===== src/rtl/sha512_sched_unit.sv =====
module sha512_sched_unit #(
  parameter int WORD_W = 64,
  parameter int LANES  = 4,
  localparam int BUS_W = WORD_W * LANES
) (
  input  logic             clk,
  input  logic             rst,
  input  logic             in_valid,
  input  logic             in_op,
  input  logic [BUS_W-1:0] in_dst,
  input  logic [BUS_W-1:0] in_src,
  output logic             out_valid,
  output logic [BUS_W-1:0] out_data
);

  function automatic logic [WORD_W-1:0] rotr(input logic [WORD_W-1:0] x, input int n);
    return (x >> n) | (x << (WORD_W - n));
  endfunction

  function automatic logic [WORD_W-1:0] sig_lo(input logic [WORD_W-1:0] x);
    return rotr(x, 1) ^ rotr(x, 8) ^ (x >> 7);
  endfunction

  function automatic logic [WORD_W-1:0] sig_hi(input logic [WORD_W-1:0] x);
    return rotr(x, 19) ^ rotr(x, 61) ^ (x >> 6);
  endfunction

  logic [WORD_W-1:0] d [LANES];
  logic [WORD_W-1:0] s [LANES];
  logic [WORD_W-1:0] r0 [LANES];
  logic [WORD_W-1:0] r1 [LANES];
  logic [BUS_W-1:0]  nxt;

  genvar g;
  generate
    for (g = 0; g < LANES; g++) begin : g_lane
      assign d[g] = in_dst[g*WORD_W +: WORD_W];
      assign s[g] = in_src[g*WORD_W +: WORD_W];
      if (g < LANES - 1) begin : g_lo
        assign r0[g] = d[g] + sig_lo(d[g+1]);
      end else begin : g_top
        assign r0[g] = d[g] + sig_lo(s[0]);
      end
      if (g < 2) begin : g_src
        assign r1[g] = d[g] + sig_hi(s[g+2]);
      end else begin : g_chain
        assign r1[g] = d[g] + sig_hi(r1[g-2]);
      end
      assign nxt[g*WORD_W +: WORD_W] = in_op ? r1[g] : r0[g];
    end
  endgenerate

  always_ff @(posedge clk) begin
    if (rst) begin
      out_valid <= 1'b0;
      out_data  <= '0;
    end else begin
      out_valid <= in_valid;
      if (in_valid) out_data <= nxt;
    end
  end

  a_r9_valid_follows: assert property (@(posedge clk) disable iff (rst)
    in_valid |=> out_valid);
  a_r9_no_spurious: assert property (@(posedge clk) disable iff (rst)
    !in_valid |=> !out_valid);
  a_r10_hold: assert property (@(posedge clk) disable iff (rst)
    !in_valid |=> $stable(out_data));
  a_r11_reset: assert property (@(posedge clk)
    $past(rst) |-> (!out_valid && out_data == '0));
  a_r7_chain: assert property (@(posedge clk) disable iff (rst)
    (in_valid && in_op) |=>
      out_data[2*WORD_W +: WORD_W] == $past(in_dst[2*WORD_W +: WORD_W]) + sig_hi(out_data[0 +: WORD_W]));
  a_r5_upper_ignored: assert property (@(posedge clk) disable iff (rst)
    (in_valid && !in_op) |=>
      out_data[3*WORD_W +: WORD_W] == $past(in_dst[3*WORD_W +: WORD_W]) + sig_lo($past(in_src[0 +: WORD_W])));

endmodule


===== config.mk =====
export PLATFORM = sky130hd
export DESIGN_NAME = sha512_sched_unit
export DESIGN_NICKNAME = d
export VERILOG_FILES = /design/src/rtl/sha512_sched_unit.sv
export SDC_FILE = /design/constraint.sdc
export NUM_CORES = 2
export LEC_CHECK = 0
export BUFFER_PORTS_ARGS = -buffer_cell sky130_fd_sc_hd__buf_2
export CELL_PAD_IN_SITES_DETAIL_PLACEMENT = 0
export CELL_PAD_IN_SITES_GLOBAL_PLACEMENT = 1
export CORE_MARGIN = 5
export CORE_UTILIZATION = 38
export CTS_CLUSTER_DIAMETER = 40
export DETAILED_ROUTE_END_ITERATION = 8
export PLACE_DENSITY_LB_ADDON = 0.08
export SLEW_MARGIN = 20
export SYNTH_ARGS = -nofsm -noshare
export SYNTH_HDL_FRONTEND = slang
export SYNTH_SLANG_ARGS = --single-unit

===== constraint.sdc =====
create_clock -name clk -period 8.3 [get_ports clk]
set_input_delay 1.66 -clock clk [delete_from_list [all_inputs] [get_ports clk]]
set_output_delay 1.66 -clock clk [all_outputs]
set_load 0.05 [all_outputs]

* Yosys cells after proc, flatten, opt, wreduce, memory -nomap -nowiden
Index checks and enable logic that the tools add are counted.
** Operators by class
- $mul :: 0
- Magnitude comparators :: 0
- Reduce and logical (&&, ||, !) cells :: 0
- Multiplexer cells :: 4
- Bitwise logic cells :: 32
- Divide/modulo/power cells :: 0
- Eq/ne operators :: 0
- Shift-type cells :: 0
- $add $sub $neg :: 8
** Operators by type and width (number)
- adder 64 bit :: 8
- bitwise XOR 64 bit :: 8
- two-way mux 64 bit :: 4
- OR 3 x 64 -> 64 bit :: 4
- OR 45 x 64 -> 64 bit :: 4
- OR 56 x 64 -> 64 bit :: 4
- OR 63 x 64 -> 64 bit :: 4
- bitwise XOR 64 x 57 -> 64 bit :: 4
- bitwise XOR 64 x 58 -> 64 bit :: 4
** Storage, ports and cells
- Memories :: 0
- Bits in read-only memories :: 0
- Latch bits :: 0
- Register bits :: 257
- RAM bits :: 0

* Longest topological paths before layout
- Word-level depth :: 9
- Mapped depth :: 31
- Mapped depth without buffers :: 30

* Least setup slack after synthesis
Ideal clock, no wire load.
- Kind :: in2reg
- Start point :: in in_src[134]
- End point :: reg out_data[190]
- Arrival :: 7.779 ns
- Setup time :: 0.074 ns
- Buffers on the path :: 0
- Slack :: 0.447 ns
- Stages :: 29
- Cell sequence :: xnor2_1 xnor2_1 ha_1 fa_1 a21oi_1 o211ai_1 o21a_1 o41a_1 o21ai_2 a211oi_2 nor3_2 o31ai_4 a211oi_2 xnor2_4 xnor2_1 mux2_2 fa_1 nor2b_1 o21ai_1 a21boi_0 o211ai_1 a31oi_2 a211o_1 a21oi_1 o41a_1 o31ai_1 a221oi_1 xor2_1 o21ai_0
** On the way
- Longest elaborated chain between the ends :: 9
** Ends and longest elaborated chain
- from (decl) :: line 11 : input logic [BUS_W-1:0] in_src,
- OR 3 x 64 -> 64 bit or OR 45 x 64 -> 64 bit (tied branches) :: line 17 : return (x >> n) | (x << (WORD_W - n));
- bitwise XOR 64 bit :: line 25 : return rotr(x, 19) ^ rotr(x, 61) ^ (x >> 6);
- bitwise XOR 64 x 58 -> 64 bit * :: line 25
- adder 64 bit * :: line 45 : assign r1[g] = d[g] + sig_hi(s[g+2]);
- OR 45 x 64 -> 64 bit or OR 3 x 64 -> 64 bit (tied branches) :: line 17
- bitwise XOR 64 bit :: line 25
- bitwise XOR 64 x 58 -> 64 bit * :: line 25
- adder 64 bit * :: line 47 : assign r1[g] = d[g] + sig_hi(r1[g-2]);
- two-way mux 64 bit * :: line 49 : assign nxt[g*WORD_W +: WORD_W] = in_op ? r1[g] : r0[g];
- to (signal assigned) :: line 59 : if (in_valid) out_data <= nxt;
- to (decl) :: line 13 : output logic [BUS_W-1:0] out_data
Mark *: on every way between the ends. The rest lies on a longest branch, timed or not.
A chain may end at the register's enable or synchronous reset.

* Worst setup path in the final report
- Start point :: in in_src[155]
- End point :: reg out_data[188]
** On the way
- Longest elaborated chain between the ends :: 9
** Ends and longest elaborated chain (line)
- OR 45 x 64 -> 64 bit or OR 3 x 64 -> 64 bit (tied branches) :: 17
- bitwise XOR 64 bit :: 25
- bitwise XOR 64 x 58 -> 64 bit * :: 25
- adder 64 bit * :: 45
- OR 45 x 64 -> 64 bit or OR 3 x 64 -> 64 bit (tied branches) :: 17
- bitwise XOR 64 bit :: 25
- bitwise XOR 64 x 58 -> 64 bit * :: 25
- adder 64 bit * :: 47
- two-way mux 64 bit * :: 49
Marks and branches as above.

==> run metrics <==
synthesized flop and latch total=257; synthesized area per cell=7.48 µm²; period utilization=96.6%; WS Path Type=input pin to flip-flop; gpl congestion=1.08; mapped cell area=0.0416 mm²; Reg2Reg Depth=2; Distinct cells, synth=95; register area share after synthesis=12.4%; crit-path max cell delay=510 ps; Post-Syn Instances=5556; YS warnings=0; startpoint types=input pin; Worst Setup End Kind=flip-flop; top post-synthesis cells by count=1042 x xnor2_1, 514 x a21oi_1, 461 x nor2_1, 447 x nand2_1, 394 x ha_1; DRC Markers=0; min cycle time layout=8020 ps; final setup violation count=0; GR Util All Layers=39.9%; core area=0.109 mm²; cell mode on critical path=buf_4; Max VDD drop=198 µV; worst-margin pin slew=1090 ps; pre-CTS setup slack=-660 ps; crit path launch=in_src[155]; Initial Utilization=38.3%; vias per inst=5.68; area share of the largest cell type after synthesis=21.9%; drt first pass iters=6; # rows=121; hold path startpoint=out_data[236]$_SDFFE_PP0P_; Non-Filler Instances=8711; critical path fanouts, max=5; via count=49500; largest net degree at the start of global routing=113; first-pass GRT wire length=337000 µm; most common cell in the synthesized netlist=xnor2_1; Worst EP required=8870 ps; max-cap viol count=0; area delta synth->final=37.5%; Longest Clk Path Bufs=3; FMAX=0.125 GHz; setup slack, reg-to-reg=7290 ps; setup slack after layout=279 ps; clk_lat worst skew=680 ps; final core utilization=52.6%; Detailed Place HPWL=214000 µm; die width=341 µm; Power Density=368 mW/mm²; final hold viol count=0; Synth Net Count=6472; Most used DFF post-synth=dfxtp_1; Die Y=341 µm; I/O Pins=773; Clock transition at path regs=50 ps; Max-slew headroom=27.0%; Critical Path Slowest Stage Cell=or4_1; CP arrival=8600 ps; TNS Setup=0 ps; TritonCTS buffer count=60; DRT antenna net count=0; FF-to-FF Start=out_data[70]$_SDFFE_PP0P_; Worst Setup EP=out_data[188]$_SDFFE_PP0P_; routed len/inst=28.3 µm; Root Driver=clkbuf_16; vias in the first global route=47500; synth top area cells=xnor2_1 22%, dfxtp_1 12%, ha_1 12%; first-iteration detailed-routing DRC count=5156; TritonCTS clock tree=yes; share of layout cells above drive strength 1=28.3%; Hold Path Class=flip-flop to flip-flop; Post-synth EDFFs=0; largest area contributor in the netlist=xnor2_1; leakage=26.5 nW; Port Buf Inserts=708; Slew Viols, Final=0; total wire length=247000 µm; Post-synth ARST share=0%; clk_skew=0 ps; Placed Instances=8580; clk sinks=257; r2r endpoint=out_data[70]$_SDFFE_PP0P_; die area=0.116 mm²; Post-CTS Hold Fix Bufs=0; run status=completed; final net count=8145; CTS H-tree lvls=2; gr ovfl total=0; initial antenna violation count=25
## through the flow
| step | instance area (µm²) | hold WS (ps) | total power [mW] |
|---|---|---|---|
| after floorplan | 41600 | 662 | 10.7 |
| after global placement | 54800 | 430 | 17.9 |
| after detailed placement | 54800 | 437 | 17.9 |
| after CTS | 57000 | 449 | 20.7 |
| after global routing | 57200 | 470 | 22.0 |
| final | 57200 | 443 | 21.0 |
## area by class of cell
type,instances,area (µm²)
diodes,16,40.0
clock buffers,70,1600
clock inverters,44,599
fillers,11000,51500
inverters,105,394
multi-input cells,4942,35200
flip-flops and latches,257,5140
well taps,1414,1770
repair buffers,1863,12400
## cell usage in the layout (no fill, tap or decap), types with 14 or more instances in the layout
cell type,synthesis,layout
buf_4,0,1144
xnor2_1,1042,1033
buf_2,16,705
a21oi_1,514,510
nor2_1,461,460
nand2_1,447,447
ha_1,394,394
o21ai_0,383,380
xor2_1,272,271
dfxtp_1,257,257
a21o_1,235,235
inv_1,103,102
nand4_1,97,97
mux2i_1,97,97
a211oi_1,90,89
o21bai_1,86,86
nor3_1,83,83
nand3_1,79,79
clkbuf_16,0,61
nor2b_1,52,52
o211ai_1,48,48
and3_1,46,46
o21a_1,41,41
nand2b_1,40,40
a31oi_1,41,40
o21ai_1,36,38
and2_1,27,27
a221oi_1,21,21
o31ai_1,20,19
a311oi_1,19,19
diode_2,0,16
a41oi_1,15,15
inv_6,0,15
a211o_1,14,14
## where the power goes
group          leakage, nW  internal (mW)  switching (mW)
sequential            2.13           1.60           0.234
combinational         23.3           6.83            9.76
clock                 1.06           1.71           0.918
## worst min path at each step
stage                                       endpoint  slack [ps]  cells past startpoint
after CTS                 out_data[224]$_SDFFE_PP0P_         450                      2
after global placement    out_data[222]$_SDFFE_PP0P_         430                      2
after floorplan           out_data[191]$_SDFFE_PP0P_         660                      2
after global routing      out_data[170]$_SDFFE_PP0P_         470                      2
final                     out_data[236]$_SDFFE_PP0P_         440                      2
after detailed placement  out_data[224]$_SDFFE_PP0P_         440                      2
## timing repair
item | 4_1_cts | 5_1_grt
gates resized for setup | 0 | 32
setup buffers | 0 | 1
setup endpoints to repair | 0 | 27
## worst max-delay path: cells and delay by family
kind            cells  cell delay (ps)
compound gates     14             3130
simple gates        6             1150
xor+xnor            5              980
buf+inv             5              790
fa+ha+maj           2              530
mux                 1              330
## sequential cells by signal, summed over array words and instances (netlist names)
| register | count |
|---|---|
| out_data | 256 |
| out_valid | 1 |
## cells by family after synthesis
group | count (synthesis) | share of synthesized area, %
compound gates | 1722 | 26.4
simple gates | 1396 | 15.2
xor+xnor | 1323 | 28.1
fa+ha+maj | 400 | 12.1
buf+inv | 357 | 3.31
flops | 257 | 12.4
mux | 101 | 2.44
## per-layer routing
layer,wire length (µm),track usage [%]
met2,104000,60.8
met3,24100,9.74
met1,103000,52.3
met5,13,0
met4,15700,20.5
Power figures use the tool's default switching activity.
